$ cat src/rtl/trk_pkg.sv
package trk_pkg;
  localparam int ADDR_W = 3;
  localparam logic [ADDR_W-1:0] REG_CAR  = 3'd0;
  localparam logic [ADDR_W-1:0] REG_CODE = 3'd1;
  localparam logic [ADDR_W-1:0] REG_SEL  = 3'd2;
  localparam logic [ADDR_W-1:0] REG_CTL  = 3'd3;
  localparam logic [ADDR_W-1:0] REG_RI   = 3'd4;
  localparam logic [ADDR_W-1:0] REG_RQ   = 3'd5;
  localparam logic [ADDR_W-1:0] REG_STAT = 3'd6;

  // strobes from control to datapath
  typedef struct packed {
    logic sampleTick;
    logic restart;
    logic runEn;
  } trkStrobes_t;
endpackage

$ cat src/rtl/trkGoldGen.sv
module trkGoldGen #(
  parameter int LFSR_W = 10,
  parameter int CODE_LEN = 1023,
  parameter logic [LFSR_W-1:0] G1_MASK = 10'h204,
  parameter logic [LFSR_W-1:0] G2_MASK = 10'h3A6,
  localparam int IDX_W = $clog2(CODE_LEN)
) (
  input  logic             clk,
  input  logic             rstN,
  input  logic             restart,
  input  logic             advance,
  input  logic [3:0]       tapA,
  input  logic [3:0]       tapB,
  output logic             chip,
  output logic [IDX_W-1:0] chipIdx,
  output logic             lastChip
);
  logic [LFSR_W-1:0] g1, g2;
  logic selA, selB;

  function automatic logic stageBit(input logic [LFSR_W-1:0] g, input logic [3:0] tap);
    logic r;
    r = 1'b0;
    for (int i = 0; i < LFSR_W; i++) begin
      if (int'(tap) == i + 1) r = g[i];
    end
    return r;
  endfunction

  always_comb begin
    selA = stageBit(g2, tapA);
    selB = stageBit(g2, tapB);
  end

  assign chip     = g1[LFSR_W-1] ^ selA ^ selB;
  assign lastChip = (chipIdx == IDX_W'(CODE_LEN - 1));

  always_ff @(posedge clk or negedge rstN) begin
    if (!rstN) begin
      g1 <= '1;
      g2 <= '1;
      chipIdx <= '0;
    end else if (restart) begin
      g1 <= '1;
      g2 <= '1;
      chipIdx <= '0;
    end else if (advance) begin
      g1 <= {g1[LFSR_W-2:0], ^(g1 & G1_MASK)};
      g2 <= {g2[LFSR_W-2:0], ^(g2 & G2_MASK)};
      chipIdx <= lastChip ? '0 : chipIdx + 1'b1;
    end
  end
endmodule

$ cat src/rtl/trkDatapath.sv
module trkDatapath import trk_pkg::*; #(
  parameter int PHASE_W = 32,
  parameter int ACC_W = 16,
  parameter int LFSR_W = 10,
  parameter int CODE_LEN = 1023,
  localparam int IDX_W = $clog2(CODE_LEN),
  localparam int PROD_W = 4
) (
  input  logic               clk,
  input  logic               rstN,
  input  trkStrobes_t        stb,
  input  logic [PHASE_W-1:0] carInc,
  input  logic [PHASE_W-1:0] codeInc,
  input  logic [3:0]         tapA,
  input  logic [3:0]         tapB,
  input  logic               sign,
  input  logic               mag,
  output logic [ACC_W-1:0]   sumI,
  output logic [ACC_W-1:0]   sumQ,
  output logic               epochStb,
  output logic [IDX_W-1:0]   chipIdx
);
  logic [PHASE_W-1:0] carPh, codePh, nextCode;
  logic codeCarry, step, chip, lastChip;
  logic [2:0] sector;
  logic [1:0] cosT, sinT;
  logic signed [PROD_W-1:0] smpVal, mixI, mixQ, corrI, corrQ;
  logic [ACC_W-1:0] accI, accQ;

  // tri-level code: 01 = +1, 11 = -1, 00 = 0
  function automatic logic signed [PROD_W-1:0] applyTri(
      input logic signed [PROD_W-1:0] v, input logic [1:0] t);
    case (t)
      2'b01:   return v;
      2'b11:   return -v;
      default: return '0;
    endcase
  endfunction

  assign step = stb.sampleTick && stb.runEn && !stb.restart;
  assign {codeCarry, nextCode} = {1'b0, codePh} + {1'b0, codeInc};
  assign sector = carPh[PHASE_W-1 -: 3];

  always_comb begin
    case (sector)
      3'd0, 3'd7: cosT = 2'b01;
      3'd3, 3'd4: cosT = 2'b11;
      default:    cosT = 2'b00;
    endcase
    case (sector)
      3'd1, 3'd2: sinT = 2'b01;
      3'd5, 3'd6: sinT = 2'b11;
      default:    sinT = 2'b00;
    endcase
  end

  always_comb begin
    smpVal = sign ? (mag ? -4'sd3 : -4'sd1) : (mag ? 4'sd3 : 4'sd1);
    mixI = applyTri(smpVal, cosT);
    mixQ = applyTri(smpVal, sinT);
    corrI = chip ? -mixI : mixI;
    corrQ = chip ? -mixQ : mixQ;
  end

  assign sumI = accI + {{(ACC_W-PROD_W){corrI[PROD_W-1]}}, corrI};
  assign sumQ = accQ + {{(ACC_W-PROD_W){corrQ[PROD_W-1]}}, corrQ};
  assign epochStb = step && codeCarry && lastChip;

  trkGoldGen #(.LFSR_W(LFSR_W), .CODE_LEN(CODE_LEN)) u_gold (
    .clk(clk), .rstN(rstN), .restart(stb.restart), .advance(step && codeCarry),
    .tapA(tapA), .tapB(tapB), .chip(chip), .chipIdx(chipIdx), .lastChip(lastChip)
  );

  always_ff @(posedge clk or negedge rstN) begin
    if (!rstN) begin
      carPh <= '0;
      codePh <= '0;
      accI <= '0;
      accQ <= '0;
    end else if (stb.restart) begin
      carPh <= '0;
      codePh <= '0;
      accI <= '0;
      accQ <= '0;
    end else if (step) begin
      carPh <= carPh + carInc;
      codePh <= nextCode;
      accI <= epochStb ? '0 : sumI;
      accQ <= epochStb ? '0 : sumQ;
    end
  end
endmodule

$ cat src/rtl/trkCtrl.sv
module trkCtrl import trk_pkg::*; #(
  parameter int BUS_W = 32,
  parameter int ACC_W = 16,
  parameter int SMP_DIV = 7,
  parameter int SMP_HIGH = 4,
  localparam int CNT_W = $clog2(SMP_DIV)
) (
  input  logic              clk,
  input  logic              rstN,
  input  logic              wrEn,
  input  logic [ADDR_W-1:0] wrAddr,
  input  logic [BUS_W-1:0]  wrData,
  input  logic              rdEn,
  input  logic [ADDR_W-1:0] rdAddr,
  output logic [BUS_W-1:0]  rdData,
  output logic              sampleClk,
  output trkStrobes_t       stb,
  output logic [BUS_W-1:0]  carInc,
  output logic [BUS_W-1:0]  codeInc,
  output logic [3:0]        tapA,
  output logic [3:0]        tapB,
  output logic              chanEn,
  input  logic              epochStb,
  input  logic [ACC_W-1:0]  sumI,
  input  logic [ACC_W-1:0]  sumQ,
  output logic              accDone
);
  logic [CNT_W-1:0] smpCnt;
  logic [BUS_W-1:0] selReg, ctlReg;
  logic [ACC_W-1:0] resI, resQ;
  logic selWr, rdClr;

  always_ff @(posedge clk or negedge rstN) begin
    if (!rstN) smpCnt <= '0;
    else if (smpCnt == CNT_W'(SMP_DIV - 1)) smpCnt <= '0;
    else smpCnt <= smpCnt + 1'b1;
  end

  assign sampleClk = (smpCnt < CNT_W'(SMP_HIGH));
  assign selWr = wrEn && (wrAddr == REG_SEL);
  assign rdClr = rdEn && ((rdAddr == REG_RI) || (rdAddr == REG_RQ));
  assign chanEn = ctlReg[0];
  assign tapA = selReg[3:0];
  assign tapB = selReg[11:8];

  always_comb begin
    stb.sampleTick = (smpCnt == CNT_W'(SMP_DIV - 1));
    stb.restart = selWr;
    stb.runEn = chanEn;
  end

  always_ff @(posedge clk or negedge rstN) begin
    if (!rstN) begin
      carInc <= '0;
      codeInc <= '0;
      selReg <= '0;
      ctlReg <= '0;
    end else if (wrEn) begin
      case (wrAddr)
        REG_CAR:  carInc <= wrData;
        REG_CODE: codeInc <= wrData;
        REG_SEL:  selReg <= wrData;
        REG_CTL:  ctlReg <= wrData;
        default: ;
      endcase
    end
  end

  always_ff @(posedge clk or negedge rstN) begin
    if (!rstN) begin
      resI <= '0;
      resQ <= '0;
    end else if (epochStb) begin
      resI <= sumI;
      resQ <= sumQ;
    end
  end

  always_ff @(posedge clk or negedge rstN) begin
    if (!rstN) accDone <= 1'b0;
    else if (selWr) accDone <= 1'b0;
    else if (epochStb) accDone <= 1'b1;
    else if (rdClr) accDone <= 1'b0;
  end

  always_comb begin
    case (rdAddr)
      REG_CAR:  rdData = carInc;
      REG_CODE: rdData = codeInc;
      REG_SEL:  rdData = selReg;
      REG_CTL:  rdData = ctlReg;
      REG_RI:   rdData = {{(BUS_W-ACC_W){resI[ACC_W-1]}}, resI};
      REG_RQ:   rdData = {{(BUS_W-ACC_W){resQ[ACC_W-1]}}, resQ};
      REG_STAT: rdData = {{(BUS_W-1){1'b0}}, accDone};
      default:  rdData = '0;
    endcase
  end
endmodule

$ cat src/rtl/gnssTrackChan.sv
module gnssTrackChan import trk_pkg::*; #(
  parameter int BUS_W = 32,
  parameter int ACC_W = 16,
  parameter int SMP_DIV = 7,
  parameter int SMP_HIGH = 4,
  parameter int LFSR_W = 10,
  parameter int CODE_LEN = 1023,
  localparam int IDX_W = $clog2(CODE_LEN)
) (
  input  logic              clk,
  input  logic              rstN,
  input  logic              sign,
  input  logic              mag,
  output logic              sampleClk,
  input  logic              wrEn,
  input  logic [2:0]        wrAddr,
  input  logic [BUS_W-1:0]  wrData,
  input  logic              rdEn,
  input  logic [2:0]        rdAddr,
  output logic [BUS_W-1:0]  rdData,
  output logic              accDone
);
  trkStrobes_t stb;
  logic [BUS_W-1:0] carInc, codeInc;
  logic [3:0] tapA, tapB;
  logic chanEn, epochStb;
  logic [ACC_W-1:0] sumI, sumQ;
  logic [IDX_W-1:0] chipIdx;

  trkCtrl #(.BUS_W(BUS_W), .ACC_W(ACC_W), .SMP_DIV(SMP_DIV), .SMP_HIGH(SMP_HIGH)) u_ctrl (
    .clk(clk), .rstN(rstN), .wrEn(wrEn), .wrAddr(wrAddr), .wrData(wrData),
    .rdEn(rdEn), .rdAddr(rdAddr), .rdData(rdData), .sampleClk(sampleClk),
    .stb(stb), .carInc(carInc), .codeInc(codeInc), .tapA(tapA), .tapB(tapB),
    .chanEn(chanEn), .epochStb(epochStb), .sumI(sumI), .sumQ(sumQ), .accDone(accDone)
  );

  trkDatapath #(.PHASE_W(BUS_W), .ACC_W(ACC_W), .LFSR_W(LFSR_W), .CODE_LEN(CODE_LEN)) u_dp (
    .clk(clk), .rstN(rstN), .stb(stb), .carInc(carInc), .codeInc(codeInc),
    .tapA(tapA), .tapB(tapB), .sign(sign), .mag(mag), .sumI(sumI), .sumQ(sumQ),
    .epochStb(epochStb), .chipIdx(chipIdx)
  );
endmodule

$ cat config.mk
export PLATFORM = sky130hd
export DESIGN_NAME = gnssTrackChan
export DESIGN_NICKNAME = d
export VERILOG_FILES = /design/src/rtl/trk_pkg.sv /design/src/rtl/trkGoldGen.sv /design/src/rtl/trkDatapath.sv /design/src/rtl/trkCtrl.sv /design/src/rtl/gnssTrackChan.sv
export SDC_FILE = /design/constraint.sdc
export NUM_CORES = 1
export LEC_CHECK = 0
export BUFFER_PORTS_ARGS = -buffer_cell sky130_fd_sc_hd__buf_2
export CAP_MARGIN = 15
export CORE_MARGIN = 2
export CORE_UTILIZATION = 50
export CTS_CLUSTER_DIAMETER = 150
export CTS_CLUSTER_SIZE = 14
export DETAILED_ROUTE_END_ITERATION = 8
export PLACE_DENSITY_LB_ADDON = 0.2
export SLEW_MARGIN = 15
export SYNTH_ARGS = -nofsm -noshare
export SYNTH_HDL_FRONTEND = slang
export SYNTH_HIERARCHICAL = 1
export SYNTH_SLANG_ARGS = --single-unit
export TNS_END_PERCENT = 5
$ cat constraint.sdc
create_clock -name clk -period 11.23 [get_ports clk]
set_input_delay 1.123 -clock clk [delete_from_list [all_inputs] [get_ports clk]]
set_output_delay 1.123 -clock clk [all_outputs]
set_load 0.05 [all_outputs]
==> results of run 1 <==
## area by class of cell
class                           count  area share (%)
Clock inverter                      1          0.1599
Inverter                           45          0.8995
Multi-Input combinational cell   1242           50.81
Tap cell                          455           3.032
Timing Repair Buffer               93           2.812
Sequential cell                   290           38.78
Clock buffer                       34           3.511
## report_power, final
part | total [mW] | switching [mW] | internal (mW)
clock | 0.805 | 0.379 | 0.426
combinational | 3.27 | 1.85 | 1.42
sequential | 1.57 | 0.226 | 1.35
total | 5.64 | 2.45 | 3.19
## sequential cells by signal, indices dropped and copies added (netlist names)
signal               cells
u_ctrl/accDone           1
u_dp/u_gold/g2          10
u_dp/codePh             32
u_dp/carPh              32
u_dp/u_gold/g1          10
u_ctrl/carInc           32
u_ctrl/codeInc          32
u_ctrl/ctlReg           32
u_ctrl/smpCnt            3
u_dp/u_gold/chipIdx     10
u_ctrl/selReg           32
u_ctrl/resQ             16
u_ctrl/resI             16
u_dp/accI               16
u_dp/accQ               16
## worst min-delay path: stages (launching register included)
cell     delay [ns]
dfrtp_1        0.34
nand2_1        0.05
o21ai_0        0.06
## logic make-up after synthesis
kind of cell               count (synthesis)
AOI/OAI and AO/OA                        465
xor gates and xnor gates                  92
adders and majority gates                105
buffers and inverters                    132
DFF                                      290
muxes                                    209
and+or+nand+nor                          371
## how the worst max path moves through the flow
stage	start	end	slack (ns)	cells past startpoint
after CTS	u_ctrl/selReg[8]$_DFFE_PN0P_	u_ctrl/resI[15]$_DFFE_PN0P_	5.99	16
after floorplan	u_ctrl/selReg[8]$_DFFE_PN0P_	u_ctrl/resQ[15]$_DFFE_PN0P_	6.63	17
final	u_ctrl/selReg[8]$_DFFE_PN0P_	u_ctrl/resQ[15]$_DFFE_PN0P_	6.12	19
after detailed placement	u_ctrl/selReg[8]$_DFFE_PN0P_	u_ctrl/resI[15]$_DFFE_PN0P_	6.00	16
after global routing	u_ctrl/selReg[8]$_DFFE_PN0P_	u_ctrl/resQ[15]$_DFFE_PN0P_	5.76	19
after global placement	u_ctrl/selReg[8]$_DFFE_PN0P_	u_ctrl/resI[15]$_DFFE_PN0P_	6.09	16
## metal layers
metal	track usage (%)	up-vias
li1	-	6149
met1	34.32	6580
met2	40.30	286
met3	2.613	66
met4	6.142	0
met5	0	-
## per-stage QoR
step                      hold slack (ns)  instances  instance area (um^2)
after global routing               0.5083       2160                 18780
after detailed placement           0.4689       2125                 18080
after floorplan                    0.4357       1664                 17450
after CTS                          0.4796       2160                 18770
final                              0.4853       2160                 18780
after global placement             0.4536       2125                 18080
## layout by cell type (no fill, tap or decap), drive strengths merged, types with 6 or more instances in the layout
cell    synthesis  routed
o22ai           7       7
xor2           32      32
mux2          174     174
nand3          20      20
o21bai         13      13
a21oi         121     121
dfrtp         270     270
nor3b           8       8
o21a           18      18
xnor2          60      60
a211oi         17      17
a22o           33      33
and2           12      12
ha            101     101
a21o           28      28
inv            45      45
a211o          21      21
buf            51      93
dfstp          20      20
and3            7       7
o32a            6       6
nor2           89      89
o21ai          81      81
clkbuf         36      34
nand4           9       9
nand2         134     134
o211ai         26      26
a22oi          36      36
nand2b          9       9
nor3           30      30
nor2b          28      28
a31oi          10      10
mux2i          31      31
==> out/metrics.yaml, run 1 <==
setup_path:
  crit_path_start_kind: "flip-flop"
  rr_worst_depth: 19
  endpoint_kind: "flip-flop"
  critPathMaxFanout: 7
  slowest_delay_ns: 0.58
  cp_top_family: "compound AO/OA/AOI/OAI gates"
  critPathBufInv: 0
  required_ns: 11.65
  path_cells: "mux2_2 -> a221oi_1 -> o32ai_1 -> xor2_1 -> xnor2_1 -> xor2_1 -> xnor2_1 -> xor2_1 -> and2_1 -> ha_1 -> a21o_1 -> a21oi_1 -> o21a_1 -> or4_1 -> a31oi_1 -> a311o_1 -> a21oi_1 -> xnor2_1 -> mux2_2"
  r2r_start: "u_ctrl/selReg[8]$_DFFE_PN0P_"
  crit_slowest_cell: "or4_1"
  critical_path_arrival_ns: 5.54
  rrSetupSlack_ns: 6.12
  reg2reg_to: "u_ctrl/resQ[15]$_DFFE_PN0P_"
  critPathKind: "reg -> reg"
power_and_ir_drop:
  total_power_mw: 5.643
  power.leakage_nw: 8.375
  p_per_area_nw_per_um2: 300.5
  peakVddDrop_mv: 0.2015
route:
  vias: 13080
  ant_nets: 0
  met3_length_um: 1740
  wl_per_cell_um: 20.28
  drt_wl_total_um: 43810
  route.met2.wl_um: 20730
  drc_errors: 0
  drt_iter0_drc: 798
  via_per_inst: 6.056
  highest_layer: "met4"
  wl_met1_um: 20410
  first_pass_iters: 5
floorplanning:
  core_area_um2: 34460
  die_x_um: 190.8
  initial_core_util_pct: 50.64
  die_y_um: 190.8
  rows: 68
  die_area_um2: 36410
  ioPinCount: 78
global_routing:
  grtUsageTotal_pct: 24.41
  grt_pass1_wl_um: 71130
  gr-total-overflow: 0
  grt_pass1_vias: 13090
  antenna_found_initial: 0
  grt_max_degree: 152
synthesis:
  synth_fp_nets: 1813
  synth-xor-area-share_pct: 4.618
  synth-compound-area-share_pct: 18.26
  synthArstFlopShare_pct: 100.0
  synth_top_area_share_pct: 38.72
  synthTopCellsByCount: "dfrtp_1 (270), mux2_2 (165), nand2_1 (134)"
  synth_top_family_by_area: "compound AO/OA/AOI/OAI gates"
  synthAdderAreaFrac_pct: 7.702
  ys_ff_latch: 290
  netlist_area_um2: 17450
  synthFlopType: "dfrtp_1"
  syn_area_per_cell_um2: 10.49
  synth-edff-count: 0
  ys_seq_area_share_pct: 41.74
  ys_types: 86
  yosys.area_share.simple_pct: 10.23
  synthTopCellsByArea: "dfrtp_1 (39%), mux2_2 (11%), ha_1 (7.2%), a21oi_1 (3.4%), dfstp_2 (3.0%)"
  yosysMostFrequentCell: "dfrtp_1"
  synthMuxAreaShare_pct: 13.54
  yosysTopAreaCell: "dfrtp_1"
  syn-instance-count: 1664
  yosysWarnings: 6
cells_and_area:
  area_growth_pct: 7.623
  fillers: 3003
  fin_nets: 1845
  utilization_pct: 54.50
  antennaDiodeCount: 0
  drive_gt1_share_pct: 21.00
  multi_input_area_um2: 9540
  seq_area_um2: 7282
clock_network:
  htree_levels: 1
  path_clk_slew_ns: 0.07
  cts_setup_buffers: 0
  tritoncts: "yes"
  cts_buffers: 24
  root_buffer: "clkbuf_16"
  max-clock-path-buffers: 3
  clock_latency_ns: 0.54
  cts-resized-gates: 0
  hold_buffers: 0
  cts.sinks: 290
placed_design:
  pre_cts_slack_ns: 5.996
  portBuffers: 77
  globalplace.congestion: 0.8968
  hpwlAfterDp_um: 29560
timing:
  finClkSkew_ns: 0.01834
  slew_headroom_pct: 20.99
  period_minus_slack_ns: 5.115
  slew_violations: 0
  min_period_over_period_pct: 45.55
  worst_slew_pin_slew_ns: 1.184
  worst_slack_ns: 6.115
  setup_viol: 0
  finalHoldViolations: 0
  max_freq_mhz: 195.5
  grt_setup_unrepaired: "false"
  final.setup.tns_ns: 0
run_status:
  status: "finished clean"
min_path:
  hp-class: "reg -> reg"
  hold_path_depth: 2
  min_to: "u_dp/codePh[26]$_DFFE_PN0P_"
  worstHoldStart: "u_dp/codePh[26]$_DFFE_PN0P_"
run:
  drv_cap: 0
Note: power is estimated with default switching activity, not from simulation.
==> run 2, diff against run 1 <==
Settings changed: ABC_AREA set to 1.
Clock period 11.23 ns to 4.3 ns, I/O delays scaled along.
==> run 2 against run 1 <==
  * Register-to-register slack got worse by 5.6 ns
  * Wire length rose by 31%
  * Power rose by 120%
  * Die area up 11%
  * Critical path type unchanged
  * Highest routed layer unchanged
==> out/metrics.yaml, run 2 <==
floorplanning:
  die_y_um: 201.3  # was 190.8 um
  ioPinCount: 78  # unchanged
  initial_core_util_pct: 50.48  # was 50.64%
  core_area_um2: 38560  # was 34460 um^2
  rows: 72  # was 68
  die_x_um: 201.3  # was 190.8 um
  die_area_um2: 40520  # was 36410 um^2
setup_path:
  crit_path_start_kind: "flip-flop"  # unchanged
  reg2reg_to: "u_dp/accI[10]$_DFFE_PN0P_"  # was u_ctrl/resQ[15]$_DFFE_PN0P_
  endpoint_kind: "flip-flop"  # unchanged
  rrSetupSlack_ns: 0.49  # was 6.12 ns
  required_ns: 4.79  # was 11.65 ns
  critical_path_arrival_ns: 4.30  # was 5.54 ns
  r2r_start: "u_ctrl/selReg[8]$_DFFE_PN0P_"  # unchanged
  critPathKind: "reg -> reg"  # unchanged
  critPathMaxFanout: 12  # was 7
  rr_worst_depth: 20  # was 19
synthesis:
  ys_ff_latch: 290  # unchanged
  yosysTopAreaCell: "dfrtp_1"  # unchanged
  ys_seq_area_share_pct: 37.41  # was 41.74%
  synthTopCellsByCount: "nand2_1 (1092), inv_1 (343), dfrtp_1 (270)"  # was dfrtp_1 (270), mux2_2 (165), nand2_1 (134)
  synthArstFlopShare_pct: 100.0  # unchanged
  yosysMostFrequentCell: "nand2_1"  # was dfrtp_1
  netlist_area_um2: 19460  # was 17450 um^2
  synthFlopType: "dfrtp_1"  # unchanged
  syn-instance-count: 2836  # was 1664
  syn_area_per_cell_um2: 6.864  # was 10.49 um^2
  ys_types: 43  # was 86
  synthTopCellsByArea: "dfrtp_1 (35%), nand2_1 (21%), inv_1 (6.6%), ha_1 (6.5%), nand3_1 (5.1%)"  # was dfrtp_1 (39%), mux2_2 (11%), ha_1 (7.2%), a21oi_1 (3.4%), dfstp_2 (3.0%)
  yosysWarnings: 6  # unchanged
  synth_fp_nets: 2985  # was 1813
  synth_top_area_share_pct: 34.71  # was 38.72%
  synth-edff-count: 0  # unchanged
timing:
  slew_violations: 0  # unchanged
  min_period_over_period_pct: 88.65  # was 45.55%
  whs_ns: 0.2167  # was 0.4853 ns
  slew_headroom_pct: 32.14  # was 20.99%
  finClkSkew_ns: 0.01746  # was 0.01834 ns
  worst_slew_pin_slew_ns: 1.017  # was 1.184 ns
  grt_setup_unrepaired: "false"  # unchanged
  max_freq_mhz: 262.3  # was 195.5 MHz
  worst_slack_ns: 0.4880  # was 6.115 ns
  period_minus_slack_ns: 3.812  # was 5.115 ns
  final.setup.tns_ns: 0  # unchanged
  finalHoldViolations: 0  # unchanged
  setup_viol: 0  # unchanged
power_and_ir_drop:
  peakVddDrop_mv: 0.4991  # was 0.2015 mV
  p_per_area_nw_per_um2: 589.6  # was 300.5 nW/um^2
  power.leakage_nw: 11.87  # was 8.375 nW
  total_power_mw: 12.30  # was 5.643 mW
cells_and_area:
  mostFrequentLayoutCells: "nand2_1 (1092), inv_1 (343), dfrtp_1 (270), nand3_1 (198), o21ai_0 (184)"  # was dfrtp_1 (270), mux2_2 (165), nand2_1 (134), a21oi_1 (118), ha_1 (101)
  area_growth_pct: 7.154  # was 7.623%
  layout_commonest_cell: "nand2_1"  # was dfrtp_1
  antennaDiodeCount: 0  # unchanged
  fin_nets: 3004  # was 1845
  drive_gt1_share_pct: 7.469  # was 21.00%
  design_area_um2: 20860  # was 18780 um^2
clock_network:
  hold_buffers: 1  # was 0
  clock_latency_ns: 0.56  # was 0.54 ns
  cts_setup_buffers: 0  # unchanged
  cts.sinks: 290  # unchanged
  tritoncts: "yes"  # unchanged
  root_buffer: "clkbuf_16"  # unchanged
  path_clk_slew_ns: 0.07  # about the same
  cts-resized-gates: 0  # unchanged
  cts_buffers: 24  # unchanged
  htree_levels: 1  # unchanged
  max-clock-path-buffers: 3  # unchanged
route:
  drt_iter0_drc: 1658  # was 798
  drc_errors: 0  # unchanged
  via_per_inst: 5.404  # was 6.056
  wl_per_cell_um: 17.01  # was 20.28 um
  first_pass_iters: 6  # was 5
  vias: 18280  # was 13080
  drt_wl_total_um: 57540  # was 43810 um
  ant_nets: 0  # unchanged
global_routing:
  grt_pass1_vias: 17270  # was 13090
  antenna_found_initial: 0  # unchanged
  grtUsageTotal_pct: 28.51  # was 24.41%
  grt_pass1_wl_um: 92820  # was 71130 um
  gr-total-overflow: 0  # unchanged
  grt_max_degree: 110  # was 152
placed_design:
  portBuffers: 77  # unchanged
  place_area_um2: 20130  # was 18080 um^2
  hpwlAfterDp_um: 42570  # was 29560 um
  globalplace.congestion: 0.9128  # was 0.8968
  pre_cts_slack_ns: 0.5963  # was 5.996 ns
min_path:
  min_to: "u_ctrl/codeInc[6]$_DFFE_PN0P_"  # was u_dp/codePh[26]$_DFFE_PN0P_
  worstHoldStart: "wrData[6]"  # was u_dp/codePh[26]$_DFFE_PN0P_
  hp-class: "in -> reg"  # was reg -> reg
  hold_path_depth: 3  # was 2
run:
  drv_cap: 0  # unchanged
run_status:
  status: "finished clean"  # unchanged
run 2: cell type report:
type	instances	area (um^2)
Sequential cell	290	7282
Multi-Input combinational cell	2088	10300
Clock buffer	35	663.1
Inverter	352	1321
Timing Repair Buffer	99	613.1
Tap cell	518	648.1
Fill cell	3891	17700
Clock inverter	1	30.03
run 2: worst max path at each step:
| stage | from | end | slack (ns) | cells after the start |
|---|---|---|---|---|
| global route | u_ctrl/selReg[8]$_DFFE_PN0P_ | u_dp/accI[14]$_DFFE_PN0P_ | 0.04 | 23 |
| global placement | u_dp/carPh[29]$_DFFE_PN0P_ | u_ctrl/resI[15]$_DFFE_PN0P_ | 0.73 | 20 |
| floorplan | u_dp/carPh[29]$_DFFE_PN0P_ | u_ctrl/resI[15]$_DFFE_PN0P_ | 1.24 | 20 |
| CTS | u_dp/carPh[29]$_DFFE_PN0P_ | u_dp/accI[10]$_DFFE_PN0P_ | 0.57 | 19 |
| detailed placement | u_dp/carPh[30]$_DFFE_PN0P_ | u_dp/accQ[13]$_DFFE_PN0P_ | 0.60 | 20 |
| finish | u_ctrl/selReg[8]$_DFFE_PN0P_ | u_dp/accI[10]$_DFFE_PN0P_ | 0.49 | 20 |
run 2: through the flow:
step	utilization [%]	std cells
floorplan	-	2836
global placement	52.22	3345
detailed placement	52.22	3345
CTS	54.04	3382
global route	54.10	3383
finish	54.10	3383
run 2: logic make-up (layout without fill, tap and decap cells):
| kind of cell | after synthesis | after routing | share of synthesized area (%) |
|---|---|---|---|
| AND/OR/NAND/NOR | 1616 | 1616 | 35.30 |
| buffers and inverters | 458 | 487 | 9.751 |
| AO/OA/AOI/OAI | 339 | 339 | 9.378 |
| flip-flops | 290 | 290 | 37.41 |
| adder cells (fa/ha/maj) | 105 | 105 | 6.904 |
| XOR/XNOR | 28 | 28 | 1.260 |
run 2: report_power, final:
group / switching (mW) / internal (mW) / leakage, nW
logic: 4.29 / 2.07 / 7.83
clock network: 1.01 / 1.12 / 0.334
registers: 0.501 / 3.32 / 3.70
total: 5.80 / 6.50 / 11.9
run 2: critical path, stage by stage, from the launching register on:
cell and delay (ns):
dfrtp_1 0.47, inv_1 0.12, o21ai_0 0.24, o21ai_0 0.13, nor2_1 0.16, nand3_1 0.09
nand2_1 0.20, inv_1 0.11, or2_2 0.32, nand2_1 0.10, inv_1 0.26, ha_1 0.46
nand3_1 0.10, nand2_1 0.18, nand2_1 0.08, nand2_1 0.12, nand2_1 0.06, nand2_1 0.10
xor2_1 0.24, nand3_2 0.09, nand2_1 0.09
run 2: per-layer routing:
metal	global-route usage [%]	wire [um]
met1	42.21	27270
met2	44.23	24910
met3	3.693	4103
met4	7.090	1263
met5	0	0
